File: src/rtl/keylock_pkg.sv
package keylock_pkg;

   typedef enum logic [1:0] {
      KL_LOCKED = 2'd0,
      KL_HALF   = 2'd1,
      KL_OPEN   = 2'd2,
      KL_DEAD   = 2'd3
   } kl_state_e;

   localparam int unsigned KL_CODE_W = 2;

endpackage

File: src/rtl/keylock_match.sv
module keylock_match #(
   parameter int unsigned   KEY_W = 8,
   parameter logic [KEY_W-1:0] KEY_FIRST  = 8'hA5,
   parameter logic [KEY_W-1:0] KEY_SECOND = 8'hF1
) (
   input  logic [KEY_W-1:0] wdata,
   output logic             hit_first,
   output logic             hit_second
);

   assign hit_first  = (wdata == KEY_FIRST);
   assign hit_second = (wdata == KEY_SECOND);

endmodule

File: src/rtl/keylock_fsm.sv
module keylock_fsm
   import keylock_pkg::*;
(
   input  logic      clk,
   input  logic      rst_n,
   input  logic      key_wr,
   input  logic      hit_first,
   input  logic      hit_second,
   input  logic      access,
   output kl_state_e state,
   output logic      violation
);

   kl_state_e state_q, state_d;
   logic      viol_q;

   always_comb begin
      state_d = state_q;
      unique case (state_q)
         KL_LOCKED: begin
            if (access)      state_d = KL_DEAD;
            else if (key_wr) state_d = hit_first ? KL_HALF : KL_DEAD;
         end
         KL_HALF: begin
            if (access)      state_d = KL_DEAD;
            else if (key_wr) state_d = hit_second ? KL_OPEN : KL_DEAD;
         end
         KL_OPEN: begin
            if (key_wr)      state_d = KL_LOCKED;
         end
         default:            state_d = KL_DEAD;
      endcase
   end

   always_ff @(posedge clk) begin
      if (!rst_n) begin
         state_q <= KL_LOCKED;
         viol_q  <= 1'b0;
      end else begin
         state_q <= state_d;
         viol_q  <= (state_d == KL_DEAD) && (state_q != KL_DEAD);
      end
   end

   assign state     = state_q;
   assign violation = viol_q;

   // once disabled, stays disabled
   a_r7_dead_sticky: assert property (@(posedge clk) disable iff (!rst_n)
      state_q == KL_DEAD |=> state_q == KL_DEAD);

   // strobe only on the first disabled cycle
   a_r11_strobe_on_entry: assert property (@(posedge clk) disable iff (!rst_n)
      viol_q |-> state_q == KL_DEAD && $past(state_q) != KL_DEAD);

   a_r11_entry_has_strobe: assert property (@(posedge clk) disable iff (!rst_n)
      state_q != KL_DEAD ##1 state_q == KL_DEAD |-> viol_q);

   // access while locked disables
   a_r6_access_kills: assert property (@(posedge clk) disable iff (!rst_n)
      (state_q == KL_LOCKED || state_q == KL_HALF) && access |=> state_q == KL_DEAD);

   // open port survives accesses
   a_r8_open_holds: assert property (@(posedge clk) disable iff (!rst_n)
      state_q == KL_OPEN && !key_wr |=> state_q == KL_OPEN);

   // key write while open relocks
   a_r9_relock: assert property (@(posedge clk) disable iff (!rst_n)
      state_q == KL_OPEN && key_wr |=> state_q == KL_LOCKED);

   // unlock only through the half state
   a_r3_open_path: assert property (@(posedge clk) disable iff (!rst_n)
      state_q != KL_OPEN ##1 state_q == KL_OPEN |-> $past(state_q) == KL_HALF);

endmodule

File: src/rtl/keylock_readback.sv
module keylock_readback
   import keylock_pkg::*;
#(
   parameter int unsigned STAT_W  = 8,
   parameter bit          RD_REG  = 1'b0
) (
   input  logic              clk,
   input  logic              rst_n,
   input  logic              rd,
   input  kl_state_e         state,
   output logic [STAT_W-1:0] rdata
);

   logic [STAT_W-1:0] code;
   assign code = STAT_W'(state);

   generate
      if (RD_REG) begin : g_reg
         logic [STAT_W-1:0] hold_q;
         always_ff @(posedge clk) begin
            if (!rst_n)  hold_q <= '0;
            else if (rd) hold_q <= code;
         end
         assign rdata = hold_q;
      end else begin : g_comb
         assign rdata = rd ? code : '0;
         // status visible in the read cycle, upper bits zero
         a_r10_read_code: assert property (@(posedge clk) disable iff (!rst_n)
            rd |-> rdata[STAT_W-1:KL_CODE_W] == '0);
      end
   endgenerate

endmodule

File: src/rtl/keylock_guard.sv
module keylock_guard
   import keylock_pkg::*;
#(
   parameter int unsigned      KEY_W      = 8,
   parameter logic [KEY_W-1:0] KEY_FIRST  = 8'hA5,
   parameter logic [KEY_W-1:0] KEY_SECOND = 8'hF1,
   parameter int unsigned      STAT_W     = 8,
   parameter bit               RD_REG     = 1'b0
) (
   input  logic              clk,
   input  logic              rst_n,
   input  logic              key_wr,
   input  logic [KEY_W-1:0]  key_wdata,
   input  logic              key_rd,
   output logic [STAT_W-1:0] key_rdata,
   input  logic              acc_rd,
   input  logic              acc_wr,
   output logic              unlocked,
   output logic              disabled,
   output logic              violation
);

   generate
      if (KEY_FIRST == KEY_SECOND) begin : g_bad_keys
         $error("keylock_guard: the two keys must differ");
      end
      if (STAT_W <= KL_CODE_W) begin : g_bad_stat
         $error("keylock_guard: STAT_W must exceed the code width");
      end
   endgenerate

   logic      hit_first, hit_second;
   kl_state_e state;

   keylock_match #(
      .KEY_W     (KEY_W),
      .KEY_FIRST (KEY_FIRST),
      .KEY_SECOND(KEY_SECOND)
   ) u_match (
      .wdata     (key_wdata),
      .hit_first (hit_first),
      .hit_second(hit_second)
   );

   keylock_fsm u_fsm (
      .clk       (clk),
      .rst_n     (rst_n),
      .key_wr    (key_wr),
      .hit_first (hit_first),
      .hit_second(hit_second),
      .access    (acc_rd | acc_wr),
      .state     (state),
      .violation (violation)
   );

   keylock_readback #(
      .STAT_W(STAT_W),
      .RD_REG(RD_REG)
   ) u_rb (
      .clk  (clk),
      .rst_n(rst_n),
      .rd   (key_rd),
      .state(state),
      .rdata(key_rdata)
   );

   assign unlocked = (state == KL_OPEN);
   assign disabled = (state == KL_DEAD);

   // flags are exclusive
   a_r12_flags_exclusive: assert property (@(posedge clk) disable iff (!rst_n)
      !(unlocked && disabled));

   // wrong key while waiting for the first key disables
   a_r5_wrong_first: assert property (@(posedge clk) disable iff (!rst_n)
      state == KL_LOCKED && key_wr && key_wdata != KEY_FIRST |=> disabled);

endmodule

File: config.mk
export PLATFORM = sky130hd
export DESIGN_NAME = keylock_guard
export DESIGN_NICKNAME = d
export VERILOG_FILES = /design/src/rtl/keylock_pkg.sv /design/src/rtl/keylock_match.sv /design/src/rtl/keylock_fsm.sv /design/src/rtl/keylock_readback.sv /design/src/rtl/keylock_guard.sv
export SDC_FILE = /design/constraint.sdc
export NUM_CORES = 1
export LEC_CHECK = 0
export BUFFER_PORTS_ARGS = -buffer_cell sky130_fd_sc_hd__buf_2
export CAP_MARGIN = 20
export CORE_AREA = 2 2 39 41
export DETAILED_ROUTE_END_ITERATION = 7
export DIE_AREA = 0 0 41 43
export SYNTH_ARGS = -nofsm -noshare
export SYNTH_HDL_FRONTEND = slang
export SYNTH_SLANG_ARGS = --single-unit
File: constraint.sdc
create_clock -name clk -period 2.3 [get_ports clk]
set_input_delay 0.345 -clock clk [delete_from_list [all_inputs] [get_ports clk]]
set_output_delay 0.345 -clock clk [all_outputs]
set_load 0.05 [all_outputs]
==> flow_summary.json <==
{
  "startpoint_type": "flip-flop",
  "crit_start": "u_fsm.state[0]$_SDFF_PN0_",
  "ys_ff_latch": 3,
  "wl_per_cell_um": 7.97,
  "drt-pass1-iter-count": 2,
  "hold_path_depth": 2,
  "ios": 25,
  "io_buffers": 18,
  "fin_crit_sh": 0.629,
  "cpMaxStageDelayCell": "dfxtp_1",
  "drv_cap": 0,
  "postRouteAntennaNets": 0,
  "ys_warn_count": 0,
  "cts-hold-fix-buffers": 0,
  "vias": 270,
  "numCtsBuffers": 3,
  "initial_core_util": 0.180,
  "ir_drop_mv": 0.0945,
  "final_cell_mix": "buf_2, conb_1, nand2_1, clkbuf_4, dfxtp_1",
  "overflow": 0,
  "synth_compound_area_frac": 0.111,
  "vias_per_cell": 3.97,
  "synthCells": 31,
  "p_switching_mw": 0.0888,
  "hold_end": "u_fsm.state[1]$_SDFF_PN0_",
  "finalCoreUtilization": 0.259,
  "dr.first_iter.drc_count": 2,
  "whs_ns": 0.392,
  "fin_skew_ns": 0.000532,
  "core_sq_mm": 0.00138,
  "rsz0062_at_grt": "no",
  "antenna_found_initial": 0,
  "routed_wl_um": 542,
  "final_area_sq_um": 359,
  "insertion_delay_ns": 0.23,
  "cts_sinks": 3,
  "grt_max_degree": 7,
  "diodes": 0,
  "synth_top_area_frac": 0.241,
  "gp_congestion": 0.638,
  "synthXorXnorAreaFrac": 0,
  "combPwrFrac": 0.342,
  "internal-power_mw": 0.144,
  "static-leakage-power_nw": 0.181,
  "netlist_area_sq_um": 249,
  "die_y_um": 43,
  "power_frac_seq": 0.263,
  "syn_avg_cell_area_sq_um": 8.03,
  "swShare": 0.381,
  "required_ns": 1.96,
  "ctsRootBufferMaster": "clkbuf_4",
  "hp-class": "in2reg",
  "grt_usage": 0.0741,
  "syn2layout_area_growth_pct": 44.2,
  "final_common_cell": "buf_2",
  "clock_power_share": 0.395,
  "run_status": "finished clean",
  "crit_path_max_fanout": 6,
  "reg2reg_from": "u_fsm.state[0]$_SDFF_PN0_",
  "die_w_um": 41,
  "cts_setup_buffers": 0,
  "clk_pin_slew_ns": 0.04,
  "dieArea_sq_mm": 0.00176,
  "place_area_sq_um": 333,
  "drive_gt1_frac": 0.519,
  "synth_cell_types": 19,
  "cts_tree": "built",
  "post-route-min-period_ns": 1.45,
  "h-tree-depth": 1,
  "rows": 14,
  "synth-simple-area-share": 0.437,
  "tns_ns": 0,
  "ff2ff_path_depth": 4,
  "final_hold_viol_count": 0,
  "synth_top_cell_by_area": "dfxtp_1",
  "arrival_ns": 1.10,
  "fillers": 164,
  "synth.area.top_cells": "dfxtp_1, buf_4, and2_2",
  "cp_num_buf_inv": 1,
  "rr_endpoint": "u_fsm.violation$_SDFF_PN0_",
  "multiInputGateArea_sq_um": 159,
  "yosys.area_share.adder": 0,
  "path_class": "reg2out",
  "rrSetupSlack_ns": 0.92,
  "cpPeakStageDelay_ns": 0.40,
  "nets": 67,
  "synth_top_family_by_area": "simple AND/OR/NAND/NOR gates",
  "remaining_drc_errors": 0,
  "grt_pass1_wl_um": 855,
  "cp_cell_sequence": "and2b_2, buf_2",
  "post_cts_resize_count": 0,
  "seq_area_frac_synth": 0.241,
  "clock.fmax_ghz": 0.692,
  "grt_pass1_vias": 219,
  "finalSetupViolations": 0,
  "crit_family": "flip-flops",
  "drv_slew": 0,
  "min-delay-start": "rst_n",
  "endpoint_kind": "output pin",
  "regArea_sq_um": 60.1,
  "muxShareOfSynthArea": 0,
  "powerDensity_mw_per_mm2": 648,
  "cts_max_path_buffers": 2
}
[worst register-to-register path, stage by stage, from the launching register on]
cell,delay (ns)
dfxtp_1,0.40
nand4b_1,0.13
or4_1,0.43
o31ai_2,0.22
nor4_1,0.07
[power by group through the flow]
stage | Sequential (mW) | Clock, mW | Combinational, mW
2_1_floorplan | 0.0663 | 0 | 0.0633
3_3_place_gp | 0.0620 | 0 | 0.0792
3_5_place_dp | 0.0623 | 0 | 0.0799
4_1_cts | 0.0614 | 0.0976 | 0.0800
5_1_grt | 0.0618 | 0.103 | 0.0860
6_report | 0.0612 | 0.0920 | 0.0797
[worst max-delay path by stage]
stage,to,slack (ns),cells after the start
6_report,unlocked,0.85,2
5_1_grt,unlocked,0.81,2
4_1_cts,unlocked,0.84,2
3_5_place_dp,u_fsm.violation$_SDFF_PN0_,0.82,5
3_3_place_gp,u_fsm.violation$_SDFF_PN0_,0.83,5
2_1_floorplan,u_fsm.violation$_SDFF_PN0_,0.97,4
[cells in the mapped netlist]
| cell | count |
|---|---|
| buf_4 | 6 |
| dfxtp_1 | 3 |
| nand2_1 | 3 |
| and2_2 | 2 |
| nor2_1 | 2 |
| nor4_1 | 2 |
| and2_1 | 1 |
| and2b_2 | 1 |
| conb_1 | 1 |
| inv_1 | 1 |
| nand2b_1 | 1 |
| nand4b_1 | 1 |
| nor3b_1 | 1 |
| o21ai_0 | 1 |
| o31a_2 | 1 |
| o31ai_2 | 1 |
| or3_1 | 1 |
| or3_4 | 1 |
| or4_1 | 1 |
[stage by stage]
| stage | cells | power (mW) | worst slack (ns) |
|---|---|---|---|
| after floorplan | 36 | 0.130 | 0.965 |
| after global placement | 64 | 0.141 | 0.830 |
| after detailed placement | 64 | 0.142 | 0.821 |
| after CTS | 68 | 0.239 | 0.841 |
| after global routing | 68 | 0.251 | 0.805 |
| final | 68 | 0.233 | 0.854 |
[cell families after synthesis]
group	Yosys count
flip-flops	3
buffers and inverters	7
AO/OA/AOI/OAI	3
other	1
AND/OR/NAND/NOR	17
[metal layers]
metal,routed length [um],vias to the layer above,track usage
met4,0,0,0.0600
met5,0,-,0
li1,-,139,-
met2,268,15,0.0969
met1,206,116,0.0895
met3,67,0,0.0314
[final cells by class]
cell class	instances	area share
Sequential cell	3	0.167
Tap cell	16	0.0557
Clock buffer	4	0.0732
Inverter	1	0.0105
Multi-Input combinational cell	26	0.443
Timing Repair Buffer	18	0.251
[flip-flops by register name (all words and copies together) (netlist names)]
name             count
u_fsm.state          2
u_fsm.violation      1
(Power assumes the default switching activity.)
